<file path="src/rtl/stereo_automute.sv">
module stereo_automute #(
  parameter int DATA_W  = 24,
  parameter int RUN_LEN = 8192
) (
  input  logic              clk,
  input  logic              rst_n,
  input  logic              smp_valid,
  input  logic [DATA_W-1:0] left_in,
  input  logic [DATA_W-1:0] right_in,
  input  logic              amute_en_n,
  input  logic              mute_left,
  input  logic              mute_right,
  output logic              out_valid,
  output logic [DATA_W-1:0] left_out,
  output logic [DATA_W-1:0] right_out,
  output logic              mute_left_o,
  output logic              mute_right_o,
  output logic              auto_muted
);
  localparam int CNT_W = $clog2(RUN_LEN + 1);
  localparam logic [CNT_W-1:0] CNT_MAX  = CNT_W'(RUN_LEN);
  localparam logic [CNT_W-1:0] CNT_LAST = CNT_W'(RUN_LEN - 1);

  logic [CNT_W-1:0]  run_cnt;
  logic              flag_q;
  logic              vld_q;
  logic [DATA_W-1:0] left_q, right_q;

  wire left_idle  = (left_in == '0) || (left_in == '1);
  wire right_idle = (right_in == '0) || (right_in == '1);
  wire both_idle  = left_idle && right_idle;

  always_ff @(posedge clk) begin
    if (!rst_n) begin
      run_cnt <= '0;
      flag_q  <= 1'b0;
    end else if (amute_en_n) begin
      run_cnt <= '0;
      flag_q  <= 1'b0;
    end else if (smp_valid) begin
      if (both_idle) begin
        if (run_cnt != CNT_MAX) run_cnt <= run_cnt + 1'b1;
        if (run_cnt >= CNT_LAST) flag_q <= 1'b1;
      end else begin
        run_cnt <= '0;
        flag_q  <= 1'b0;
      end
    end
  end

  always_ff @(posedge clk) begin
    if (!rst_n) begin
      vld_q   <= 1'b0;
      left_q  <= '0;
      right_q <= '0;
    end else begin
      vld_q <= smp_valid;
      if (smp_valid) begin
        left_q  <= left_in;
        right_q <= right_in;
      end
    end
  end

  assign auto_muted   = flag_q;
  assign mute_left_o  = mute_left  | flag_q;
  assign mute_right_o = mute_right | flag_q;
  assign out_valid    = vld_q;
  assign left_out     = mute_left_o  ? '0 : left_q;
  assign right_out    = mute_right_o ? '0 : right_q;

  p_engage_r2: assert property (@(posedge clk) disable iff (!rst_n)
    (!amute_en_n && smp_valid && both_idle && run_cnt == CNT_LAST) |=> auto_muted);

  p_flag_needs_run_r2: assert property (@(posedge clk) disable iff (!rst_n)
    auto_muted |-> (run_cnt == CNT_MAX));

  p_release_r3: assert property (@(posedge clk) disable iff (!rst_n)
    (!amute_en_n && smp_valid && !both_idle) |=> (!auto_muted && run_cnt == '0));

  p_gap_hold_r4: assert property (@(posedge clk) disable iff (!rst_n)
    (!amute_en_n && !smp_valid) |=> ($stable(run_cnt) && $stable(auto_muted)));

  p_disable_r5: assert property (@(posedge clk) disable iff (!rst_n)
    amute_en_n |=> (!auto_muted && run_cnt == '0));

  p_out_strobe_r8: assert property (@(posedge clk) disable iff (!rst_n)
    smp_valid |=> out_valid);

  p_no_overflow_r10: assert property (@(posedge clk) disable iff (!rst_n)
    run_cnt <= CNT_MAX);

  p_muted_zero_r7: assert property (@(posedge clk) disable iff (!rst_n)
    (auto_muted |-> (left_out == '0 && right_out == '0)));
endmodule

</file>
<file path="config.mk">
export PLATFORM = sky130hd
export DESIGN_NAME = stereo_automute
export DESIGN_NICKNAME = d
export VERILOG_FILES = /design/src/rtl/stereo_automute.sv
export SDC_FILE = /design/constraint.sdc
export NUM_CORES = 1
export LEC_CHECK = 0
export ABC_AREA = 1
export ABC_CLOCK_PERIOD_IN_PS = 1300
export CAP_MARGIN = 30
export CORE_MARGIN = 5
export CORE_UTILIZATION = 42
export DETAILED_ROUTE_END_ITERATION = 8
export HOLD_SLACK_MARGIN = 0.05
export PLACE_DENSITY = 0.77
export SLEW_MARGIN = 20
export SYNTH_ARGS = -nofsm -noshare
export SYNTH_HDL_FRONTEND = slang
export SYNTH_SLANG_ARGS = --single-unit
</file>
<file path="constraint.sdc">
create_clock -name clk -period 1.3 [get_ports clk]
set_clock_uncertainty 0.05 [all_clocks]
set_input_delay 0.195 -clock clk [delete_from_list [all_inputs] [get_ports clk]]
set_output_delay 0.195 -clock clk [all_outputs]
set_load 0.01 [all_outputs]
</file>
==> results.json <==
{
  "status": "complete, but fails checks",
  "failed_checks": "negative setup slack",
  "grt_pass1_wl_mm": 17.9,
  "syn-num-nets": 566,
  "slew_viol_final": 0,
  "worst_path_dominant_cell_family": "simple AND/OR/NAND/NOR gates",
  "period_needed_ns": 1.62,
  "drc": 0,
  "nets": 715,
  "use_met2_pct": 38.4,
  "fin_crit_sh_pct": 125,
  "switching_share_pct": 29.8,
  "seqPwrFrac_pct": 45.7,
  "cts.sinks": 64,
  "r2r_start": "run_cnt[0]$_SDFFE_PP0P_",
  "multiInputGateArea_um2": 2260,
  "power_frac_comb_pct": 22.6,
  "netSwitchingPower_uw": 1360,
  "die_h_um": 98.8,
  "finalHoldViolCount": 0,
  "die_area_um2": 9760,
  "drt_iter0_markers": 282,
  "max-vdd-ir-drop_v": 0.000765,
  "clockBufferDepth": 2,
  "rsz0062_at_grt": "true",
  "power.share.clock_pct": 31.7,
  "internal-power_uw": 3220,
  "p_total_uw": 4580,
  "wl_mm": 11.6,
  "place.gp.congestion": 0.918,
  "crit_chain": "or2_4, buf_16, nor2_4, buf_6",
  "start_kind": "flip-flop",
  "grt-ovfl-total": 0,
  "synth_edf_count": 0,
  "grt_pass1_vias": 3813,
  "hp-class": "input pin to flip-flop",
  "syn_to_final_growth_pct": 73.4,
  "drtPass1Iterations": 5,
  "antenna_found_initial": 1,
  "stdcell_area_um2": 5740,
  "vias": 3868,
  "cts_max_level": 3,
  "cts-root-buf": "clkbuf_8",
  "globalRouteMet1Util_pct": 26.9,
  "worst_pin_slew_ns": 0.387,
  "finalSetupViolations": 65,
  "synth_cells": 510,
  "synth_area_per_cell_um2": 6.49,
  "grt_use_total_pct": 22.2,
  "seqCellArea_um2": 1290,
  "fillCellCount": 577,
  "cp_slowest_stage_delay_ns": 0.32,
  "num_rows": 32,
  "syn-cell-area_um2": 3310,
  "setup_ws_ns": -0.320,
  "whs_ns": 0.225,
  "grt.met3_usage_pct": 4.18,
  "die_w_um": 98.8,
  "clk_pin_slew_ns": 0.07,
  "synth-seq-cells": 64,
  "total_leakage_power_uw": 0.00243,
  "start_util_pct": 43.1,
  "dp_slack_ns": -0.676,
  "ctsHoldBuffers": 0,
  "drive_gt1_share_pct": 36.2,
  "critPathKind": "flip-flop to output pin",
  "num_io_pins": 106,
  "cts_buffers": 9,
  "crit_start": "auto_muted$_SDFFE_PP0P_",
  "via_per_inst": 5.05,
  "r2r_cells": 7,
  "busiest_layer": "met2",
  "synth_ff_type": "dfxtp_1",
  "hold_depth": 3,
  "layout_common_cells": "nor2_1 (63), nand2_1 (63), inv_1 (60)",
  "ys_async_sr_fraction_pct": 0,
  "tritoncts": "built",
  "fmax_mhz": 617,
  "grt_max_degree": 46,
  "dpl_cell_area_um2": 5060,
  "ys_types": 30,
  "worst-path-buf-inv": 2,
  "crit_arrival_ns": 1.37,
  "worst-path-stages": 4,
  "max_cap_viol_count": 0,
  "crit_path_max_fanout": 8,
  "relSlewSlack_pct": 74.1,
  "hold_start": "left_in[0]",
  "insertion_delay_ns": 0.34,
  "ant_nets": 0,
  "coreArea_um2": 7690,
  "ys_warn_count": 0,
  "dp_hpwl_mm": 7.60,
  "wire_per_inst_um": 15.2,
  "slowest_stage": "dfxtp_2",
  "yosysSeqAreaShare_pct": 38.7,
  "p_per_area_nw_per_um2": 797,
  "required_ns": 1.05,
  "port_buffers": 105,
  "end_kind": "output pin"
}
cell type report:
cell class / instances / area share (%)
Clock buffer: 11 / 2.29
Antenna cell: 1 / 0.0436
Multi-Input combinational cell: 353 / 39.3
Sequential cell: 64 / 22.5
Clock inverter: 4 / 0.392
Timing Repair Buffer: 160 / 28.3
Tap cell: 102 / 2.22
Inverter: 71 / 4.90
repair_timing:
action,in CTS,in global routing
pin swaps,31,31
setup buffers,6,6
cloned,4,0
hold endpoints to repair,0,0
resized for setup,327,61
endpoints found under the setup margin,67,67
cell usage after synthesis (3+ instances only):
| library cell | number | share of area (%) |
|---|---|---|
| xor2_1 | 4 | 1.1 |
| nor2_1 | 114 | 13 |
| nor3_2 | 3 | 0.91 |
| nand3_1 | 24 | 3.6 |
| clkbuf_1 | 18 | 2.0 |
| dfxtp_1 | 64 | 39 |
| nand2_4 | 5 | 1.7 |
| o21ai_0 | 48 | 7.3 |
| a21oi_1 | 58 | 8.8 |
| nand3b_1 | 3 | 0.68 |
| inv_2 | 7 | 0.79 |
| nand2_1 | 74 | 8.4 |
| inv_1 | 63 | 7.1 |
| buf_2 | 4 | 0.60 |
cell families after synthesis:
kind of cell	Yosys count	synth area share [%]
AOI/OAI and AO/OA	109	16.7
adders and majority gates	2	0.755
DFF	64	38.7
buffers and inverters	94	10.8
and+or+nand+nor	237	32.0
xor gates and xnor gates	4	1.06
layer usage:
metal | up-vias | wire, µm
met1 | 1778 | 4700
met2 | 143 | 5930
met5 | - | 0
met3 | 39 | 627
li1 | 1908 | -
met4 | 0 | 376
tightest hold or removal path, stage by stage:
cell and delay [ns]:
dlymetal6s2s_1 0.16, o21ai_0 0.16, a21oi_1 0.05
per-stage QoR:
step	utilization [%]	setup TNS, ns	std cells
2_1_floorplan	-	-0.0611	510
3_3_place_gp	65.9	-47.77	735
3_5_place_dp	65.9	-49.61	735
4_1_cts	71.2	-16.43	759
5_1_grt	74.7	-20.89	766
6_report	74.7	-17.35	766
registers in the layout, summed over array words and instances, names as in the netlist:
signal      count
auto_muted      1
run_cnt        14
left_q         24
right_q        24
out_valid       1
power by group through the flow:
stage	Sequential (µW)	Clock (µW)	Combinational, µW
finish	2090	1450	1030
global route	2100	1560	1120
CTS	2090	1460	976
detailed placement	2140	0	945
global placement	2130	0	922
floorplan	2130	0	473
final timing paths:
path,to,slack (ns)
hold / removal,left_q[0]$_SDFFE_PN0P_,0.22
hold reg to reg,left_q[23]$_SDFFE_PN0P_,0.41
setup reg to reg,run_cnt[8]$_SDFFE_PP0P_,-0.23
setup / recovery,left_out[19],-0.32
(Power assumes the default switching activity.)
